[config.mk]
export PLATFORM = sky130hd
export DESIGN_NAME = pal_pda
export DESIGN_NICKNAME = d
export VERILOG_FILES = /design/src/rtl/pal_pkg.sv /design/src/rtl/pal_stack.sv /design/src/rtl/pal_ctrl.sv /design/src/rtl/pal_pda.sv
export SDC_FILE = /design/constraint.sdc
export NUM_CORES = 1
export LEC_CHECK = 0
export ABC_AREA = 1
export CORE_MARGIN = 5
export CORE_UTILIZATION = 43
export CTS_BUF_LIST = sky130_fd_sc_hd__clkbuf_8 sky130_fd_sc_hd__clkbuf_16
export DETAILED_ROUTE_END_ITERATION = 10
export PLACE_DENSITY = 0.68
export SKIP_LAST_GASP = 1
export SYNTH_ARGS = -nofsm -noshare
export SYNTH_HDL_FRONTEND = slang
export SYNTH_SLANG_ARGS = --single-unit
[constraint.sdc]
create_clock -name clk -period 6.62 [get_ports clk]
set_input_delay 0.993 -clock clk [delete_from_list [all_inputs] [get_ports clk]]
set_output_delay 0.993 -clock clk [all_outputs]
set_load 0.02 [all_outputs]
[src/rtl/pal_pkg.sv]
package pal_pkg;
  typedef enum logic [1:0] {
    SYM_ZERO = 2'b00,
    SYM_ONE  = 2'b01,
    SYM_MID  = 2'b10,
    SYM_RSV  = 2'b11
  } sym_e;

  typedef enum logic [1:0] {
    ST_PUSH   = 2'd0,
    ST_MATCH  = 2'd1,
    ST_ACCEPT = 2'd2,
    ST_REJECT = 2'd3
  } ctl_e;
endpackage

[src/rtl/pal_stack.sv]
module pal_stack #(
  parameter int DEPTH = 64
) (
  input  logic clk,
  input  logic rst,
  input  logic push,
  input  logic pop,
  input  logic push_bit,
  output logic top_bit,
  output logic empty,
  output logic full
);
  localparam int ADDR_W = (DEPTH > 1) ? $clog2(DEPTH) : 1;
  localparam int CNT_W  = $clog2(DEPTH + 1);

  logic              mem [DEPTH];
  logic [CNT_W-1:0]  cnt;
  logic [CNT_W-1:0]  top_idx;

  assign empty   = (cnt == '0);
  assign full    = (cnt == CNT_W'(DEPTH));
  assign top_idx = cnt - CNT_W'(1);
  assign top_bit = mem[top_idx[ADDR_W-1:0]];

  // storage: plain write port, no reset, suitable for RAM inference
  always_ff @(posedge clk) begin
    if (push && !full) begin
      mem[cnt[ADDR_W-1:0]] <= push_bit;
    end
  end

  always_ff @(posedge clk) begin
    if (rst) begin
      cnt <= '0;
    end else if (push && !full) begin
      cnt <= cnt + CNT_W'(1);
    end else if (pop && !empty) begin
      cnt <= cnt - CNT_W'(1);
    end
  end
endmodule

[src/rtl/pal_ctrl.sv]
module pal_ctrl
  import pal_pkg::*;
(
  input  logic       clk,
  input  logic       rst,
  input  logic       sym_valid,
  input  logic [1:0] sym_data,
  input  logic       eoi,
  input  logic       top_bit,
  input  logic       empty,
  input  logic       full,
  output logic       ready,
  output logic       push,
  output logic       pop,
  output logic       push_bit,
  output logic       acc,
  output logic       rej,
  output logic       ovf
);
  ctl_e state, nxt;
  logic done;
  logic take_eoi, take_sym, ovf_set;
  sym_e sym;

  assign sym      = sym_e'(sym_data);
  assign ready    = !done && !(state == ST_MATCH && empty);
  assign take_eoi = ready && eoi;
  assign take_sym = ready && !eoi && sym_valid;
  assign push_bit = sym_data[0];

  always_comb begin
    nxt     = state;
    push    = 1'b0;
    pop     = 1'b0;
    ovf_set = 1'b0;
    if (take_sym) begin
      unique case (state)
        ST_PUSH: begin
          if (sym == SYM_ZERO || sym == SYM_ONE) begin
            if (full) begin
              nxt     = ST_REJECT;
              ovf_set = 1'b1;
            end else begin
              push = 1'b1;
            end
          end else if (sym == SYM_MID) begin
            nxt = ST_MATCH;
          end else begin
            nxt = ST_REJECT;
          end
        end
        ST_MATCH: begin
          if ((sym == SYM_ZERO || sym == SYM_ONE) && top_bit == sym_data[0]) begin
            pop = 1'b1;
          end else begin
            nxt = ST_REJECT;
          end
        end
        ST_ACCEPT: nxt = ST_REJECT;
        default:   nxt = ST_REJECT;
      endcase
    end else if (!done && state == ST_MATCH && empty) begin
      nxt = ST_ACCEPT;  // move on the bottom marker, no input read
    end
  end

  always_ff @(posedge clk) begin
    if (rst) begin
      state <= ST_PUSH;
      done  <= 1'b0;
      acc   <= 1'b0;
      rej   <= 1'b0;
      ovf   <= 1'b0;
    end else begin
      state <= nxt;
      if (ovf_set) ovf <= 1'b1;
      if (take_eoi) begin
        done <= 1'b1;
        acc  <= (state == ST_ACCEPT);
        rej  <= (state != ST_ACCEPT);
      end
    end
  end
endmodule

[src/rtl/pal_pda.sv]
module pal_pda #(
  parameter int DEPTH = 64
) (
  input  logic       clk,
  input  logic       rst,
  input  logic       sym_valid,
  output logic       sym_ready,
  input  logic [1:0] sym_data,
  input  logic       eoi,
  output logic       acc,
  output logic       rej,
  output logic       ovf
);
  logic push, pop, push_bit, top_bit, empty, full;

  pal_stack #(.DEPTH(DEPTH)) u_stack (
    .clk(clk), .rst(rst), .push(push), .pop(pop), .push_bit(push_bit),
    .top_bit(top_bit), .empty(empty), .full(full)
  );

  pal_ctrl u_ctrl (
    .clk(clk), .rst(rst), .sym_valid(sym_valid), .sym_data(sym_data),
    .eoi(eoi), .top_bit(top_bit), .empty(empty), .full(full),
    .ready(sym_ready), .push(push), .pop(pop), .push_bit(push_bit),
    .acc(acc), .rej(rej), .ovf(ovf)
  );
endmodule

; ---- After elaboration in Yosys (flattened, before gate mapping)
; Memories as Yosys holds them, arrays and structs flattened.
; Index checks and enable logic that the tools add are counted.
[classes]
reduce_logical = 22
mux = 22
n_eq_ne = 9
shift = 0
add_sub_neg = 2
n_mul = 0
div = 0
n_lt_le_gt_ge = 0
bitwise_logic = 0
[op_table]
columns = op, n
row1 = 7-bit 2-to-1 mux, 2
row2 = 1-bit 2-to-1 mux, 13
row3 = 2-bit 2-to-1 mux, 6
row4 = 1-bit logical AND, 10
row5 = 7-bit by 1-bit adder with 7-bit output (second input constant), 1
row6 = 7-bit equality test (second input constant), 1
row7 = 7-bit logical NOT, 1
row8 = 7-bit by 1-bit subtractor with 7-bit output (second input constant), 1
row9 = 1-bit logical NOT, 5
row10 = 2-bit by 1-bit equality test with 1-bit output (second input constant), 2
row11 = 2-bit equality test (second input constant), 2
row12 = 2-bit logical NOT, 2
row13 = 4-bit != test (second input constant), 1
row14 = 2-bit case mux with 2 select lines, 1
row15 = 2-bit nonzero test, 2
row16 = 3-bit != test (second input constant), 1
row17 = 3-bit AND reduction, 1
row18 = 2-bit != test (second input constant), 1
row19 = 1-bit equality test, 1
row20 = 1-bit logical OR, 1
[totals]
mem_bits_rw = 64
latchBits = 0
rom_bits = 0
in_bits = 6
mem_count = 1
reg_bits = 13
[mem_list]
columns = memory, depth, width, rd, rd_clocked_by_memory_dff, wr, line_no
row1 = u_stack.mem, 64, 1, 1, 0, 1, pal_stack.sv:16  ; logic mem [DEPTH];

; ---- Depth between registers and ports, before layout
[depth]
depth_word = 10
depth_mapped = 19

; ---- Hierarchy
; Synthesis repeated with hierarchy kept, for this count alone.
[unflattened]
hier_cells = 476
area_unflattened_um2 = 4003.8
[modules_own_cells]
columns = module, cells_per_inst, area_per_inst_um2, instances, seq_area_each_um2
row1 = pal_stack, 429, 3686.0, 1, 2062.0
row2 = pal_ctrl, 47, 317.8, 1, 120.1

; ---- Worst setup path after synthesis
; OpenSTA, ideal clock, no wires.
[synth_timing]
path_type = register to register
from = register u_stack.cnt[0]
to = memory u_stack.mem[24], enable pin
arrival_time_ns = 2.136
n_path_buf = 3
path_stages_with_launch = 17
t_required_ns = 6.319
synth_period_minus_slack_ns = 2.437
setup_slack_ns = 4.183
cell_sequence = dfxtp_1 buf_2 inv_2 buf_4 ha_1 nand2_1 nor2_4 nand2_4 nor2_4 nor2_4 nand3_4 inv_2 nand3_4 inv_4 buf_12 nand2_1 nor2_1
[synth_via]
elab_chain_len = 10
elab_cells_between_ends = 15
classes_between = eq/ne: 1 / mux: 6 / reduce/logical: 8
[synth_rtl]
columns = item, line_no
row1 = start: declaration, pal_stack.sv:17  ; logic [CNT_W-1:0] cnt;
row2 = start signal: assignment, pal_stack.sv:36  ; cnt <= cnt + CNT_W'(1);
row3 = start signal: assignment, pal_stack.sv:38  ; cnt <= cnt - CNT_W'(1);
row4 = 7-bit logical NOT, pal_stack.sv:20  ; assign empty = (cnt == '0);
row5 = 1-bit logical AND, pal_ctrl.sv:26  ; assign ready = !done && !(state == ST_MATCH && empty);
row6 = 1-bit logical NOT, pal_ctrl.sv:26
row7 = 1-bit logical AND, pal_ctrl.sv:26
row8 = net sym_ready, pal_pda.sv:7  ; output logic sym_ready,
row9 = 1-bit logical AND (2 in a row), pal_ctrl.sv:28  ; assign take_sym = ready && !eoi && sym_valid;
row10 = 1-bit 2-to-1 mux, pal_ctrl.sv:36  ; if (take_sym) begin
row11 = 1-bit logical AND, pal_stack.sv:27  ; if (push && !full) begin
row12 = 1-bit 2-to-1 mux, pal_stack.sv:27
row13 = 1-bit 2-to-1 mux (not written as such), pal_stack.sv:28  ; mem[cnt[ADDR_W-1:0]] <= push_bit;
row14 = end: declaration, pal_stack.sv:16
; The timed path passes the listed nets, and every way through them passes these cells.

; ---- Final worst setup path
[layout_timing]
from = register u_stack.cnt[0]
to = output sym_ready
[layout_via]
elab_chain_len = 4
[layout_rtl]
columns = item, line_no
row1 = 7-bit logical NOT, pal_stack.sv:20
row2 = 1-bit logical AND, pal_ctrl.sv:26
row3 = 1-bit logical NOT, pal_ctrl.sv:26
row4 = 1-bit logical AND, pal_ctrl.sv:26
row5 = end: declaration, pal_pda.sv:7
; Every way passes these cells.

==> impl_metrics.ini <==
[sta]
period_share_pct = 55.03
slew_headroom_pct = 46.64
clock_skew_ns = 0.007770
clock.fmax_mhz = 274.5
worst_pin_slew_ns = 0.7993
setup-tns-final_ns = 0
setup_viol = 0
fin_crit_ns = 3.643
slew_viol_final = 0
hold_viol = 0
rsz0062_at_grt = false
whs_ns = 0.4738

[place]
gp_congestion = 0.9202
placedCellCount = 553
port-buffer-count = 9
dp_hpwl_um = 5677

[drt]
m1WireLength_um = 3859
met2_length_um = 4407
wl_um = 8958
wl_per_cell_um = 15.77
wl_met3_um = 479
viasPerCell = 5.276
ant_nets = 0
top_layer_used = met4
drc = 0
num_vias = 2997
drt_first_pass_iters = 6
drt_iter0_markers = 265

[clock_tree]
cts_inserted_buffers = 9
hold_buffers = 0
htree_levels = 3
root_buffer = clkbuf_8
clk_path_buf_depth = 2
cts_tree = yes
clk_latency_ns = 0.36
cts.sink_count = 77
clkTransAtPathRegs_ns = 0.08
post_cts_resized = 0
post-cts-setup-buffer-count = 0

[cells_and_area]
antenna_cells = 0
area_growth_pct = 7.617
stdcell_count = 568
drive_gt1_share_pct = 14.58
fin_nets = 443

[global_routing]
grt_max_degree = 67
grt_pass1_wl_um = 14730
grt_pass1_vias = 2877
overflow = 0
grt_usage_pct = 16.57
antenna_found_initial = 0

[logic_synthesis]
syn_nets = 441
synth.most_common_cell = nand2_1
syn_avg_cell_area_um2 = 9.484
yosys-top-cells-area = edfxtp_1 (47%), nand3_1 (8.4%), nand2_1 (8.2%)
synth_top_cells_by_count = nand2_1 (90), nor2_1 (76), nand3_1 (69)
synth_ff_type = edfxtp_1
async_flop_share_pct = 0
syn_inst = 433
synth_edf_count = 64
syn-cell-area_um2 = 4106
yosysSeqAreaShare_pct = 53.14
synth.top_cell.area_share_pct = 46.80
ys_warn_count = 0
synth.distinct_cells = 35
synth_largest_area_cell = edfxtp_1
ys_seq_elements = 77

[worst_setup_path]
crit_arrival_ns = 2.65
critPathRequiredTime_ns = 5.63
cp_cell_sequence = inv_2 > ha_1 > nand2_1 > nor2_4 > nand2_4 > nor2_4 > nor2_4 > clkdlybuf4s50_1
critPathKind = reg2out
critical_path.top_delay_family = buffers and inverters
cp-start-kind = flop
path_max_fanout = 42
cp_slowest_cell = inv_2
cp-end-kind = primary output
max_stage_delay_ns = 0.57
critPathMostFrequentCell = nor2_4
critPathBufInv = 2

[worst_hold_path]
min_path_type = reg2reg

[floorplanning]
num_rows = 35
io_pins = 10
fp.coreArea_um2 = 9284
dieWidth_um = 107.7
fp.dieArea_um2 = 11600
initial_core_util_pct = 44.23
fp.dieH_um = 107.7

[pwr]
power_frac_comb_pct = 17.9
powerDensity_nw_per_um2 = 255.2
p_clk_share_pct = 34.1
p_sw_mw = 0.3248
p_int_mw = 0.8032
pwr-share-seq_pct = 48.0
peakVddDrop_uv = 213.7
netSwitchingFraction_pct = 28.79
p_leak_nw = 1.541

[outcome]
status = finished, final reports clean

[job]
drv_cap = 0
==> worst reg2reg max path, stage by stage, from the launching register on <==
cell,delay [ns]
dfxtp_2,0.33
inv_2,0.57
ha_1,0.70
inv_2,0.34
nand3_1,0.18
nand3_1,0.11
nand3_1,0.12
nand3_1,0.11
nand3_2,0.11
nand2_1,0.07
nand2_2,0.07
nand3_4,0.13
nand2_4,0.15
nand2_1,0.07
o21ai_1,0.07
nor2_1,0.05
==> cell families (layout without fill, tap and decap cells) <==
| kind of cell | Yosys count | in the layout | share of synthesized area [%] |
|---|---|---|---|
| buffers and inverters | 50 | 56 | 6.977 |
| AND/OR/NAND/NOR | 276 | 276 | 34.95 |
| flip-flops | 77 | 77 | 53.14 |
| AO/OA/AOI/OAI | 24 | 24 | 3.291 |
| adder cells (fa/ha/maj) | 2 | 2 | 0.6093 |
| XOR/XNOR | 4 | 4 | 1.036 |
==> final cells by class <==
cell class | count | area (um^2)
Timing Repair Buffer | 11 | 100.1
Clock buffer | 9 | 123.9
Fill cell | 921 | 4865
Sequential cell | 77 | 2183
Tap cell | 129 | 161.4
Multi-Input combinational cell | 306 | 1638
Clock inverter | 6 | 87.58
Inverter | 30 | 125.1
==> power by group through the flow <==
stage | combinational, mW | clock, mW | sequential, mW
global placement | 0.199 | 0 | 0.552
global route | 0.225 | 0.411 | 0.542
CTS | 0.203 | 0.387 | 0.541
floorplan | 0.162 | 0 | 0.547
detailed placement | 0.202 | 0 | 0.552
finish | 0.202 | 0.384 | 0.541
==> state kept, by name (all words and copies together), names as in the netlist <==
register	flops
u_ctrl.ovf	1
u_stack.cnt	7
u_ctrl.done	1
u_ctrl.acc	1
u_stack.mem	64
u_ctrl.state	2
u_ctrl.rej	1
==> through the flow <==
step | total power, mW | utilization [%] | setup slack, ns | area (um^2)
6_report | 1.128 | 47.60 | 2.977 | 4419
3_5_place_dp | 0.7541 | 45.32 | 3.298 | 4208
5_1_grt | 1.178 | 47.60 | 2.821 | 4419
3_3_place_gp | 0.7508 | 45.32 | 3.326 | 4208
2_1_floorplan | 0.7090 | - | 4.183 | 4106
4_1_cts | 1.131 | 47.60 | 2.967 | 4419
==> cells in the final DEF, fill, tap and decap left out, types with 3 or more instances in the layout <==
| cell | count |
|---|---|
| nor2_4 | 4 |
| nor4_1 | 5 |
| nand2_4 | 5 |
| dfxtp_1 | 12 |
| edfxtp_1 | 64 |
| o21ai_0 | 4 |
| nor2_1 | 76 |
| xor2_1 | 3 |
| nand3_4 | 3 |
| clkbuf_8 | 9 |
| nand2_2 | 5 |
| inv_1 | 20 |
| o21ai_1 | 5 |
| clkdlybuf4s50_1 | 8 |
| nand3_1 | 69 |
| nor3_1 | 4 |
| inv_4 | 3 |
| inv_2 | 6 |
| a21oi_1 | 9 |
| nand2_1 | 90 |
| nand3_2 | 6 |
| nand4_4 | 6 |
==> routing by layer <==
layer	global-route usage, %	up-vias
li1	-	1462
met5	0	-
met4	7.033	0
met1	21.44	1423
met3	3.419	19
met2	26.87	93
==> worst paths after layout <==
path | start | endpoint | slack, ns | depth (start not counted)
setup / recovery | u_stack.cnt[0]$_SDFFE_PP0P_ | sym_ready | 2.98 | 8
hold / removal | u_ctrl.acc$_SDFFE_PP0P_ | u_ctrl.acc$_SDFFE_PP0P_ | 0.47 | 2
hold reg to reg | u_ctrl.acc$_SDFFE_PP0P_ | u_ctrl.acc$_SDFFE_PP0P_ | 0.47 | 2
setup reg to reg | u_stack.cnt[0]$_SDFFE_PP0P_ | u_stack.cnt[1]$_SDFFE_PP0P_ | 3.30 | 15
Power figures use the tool's default switching activity.
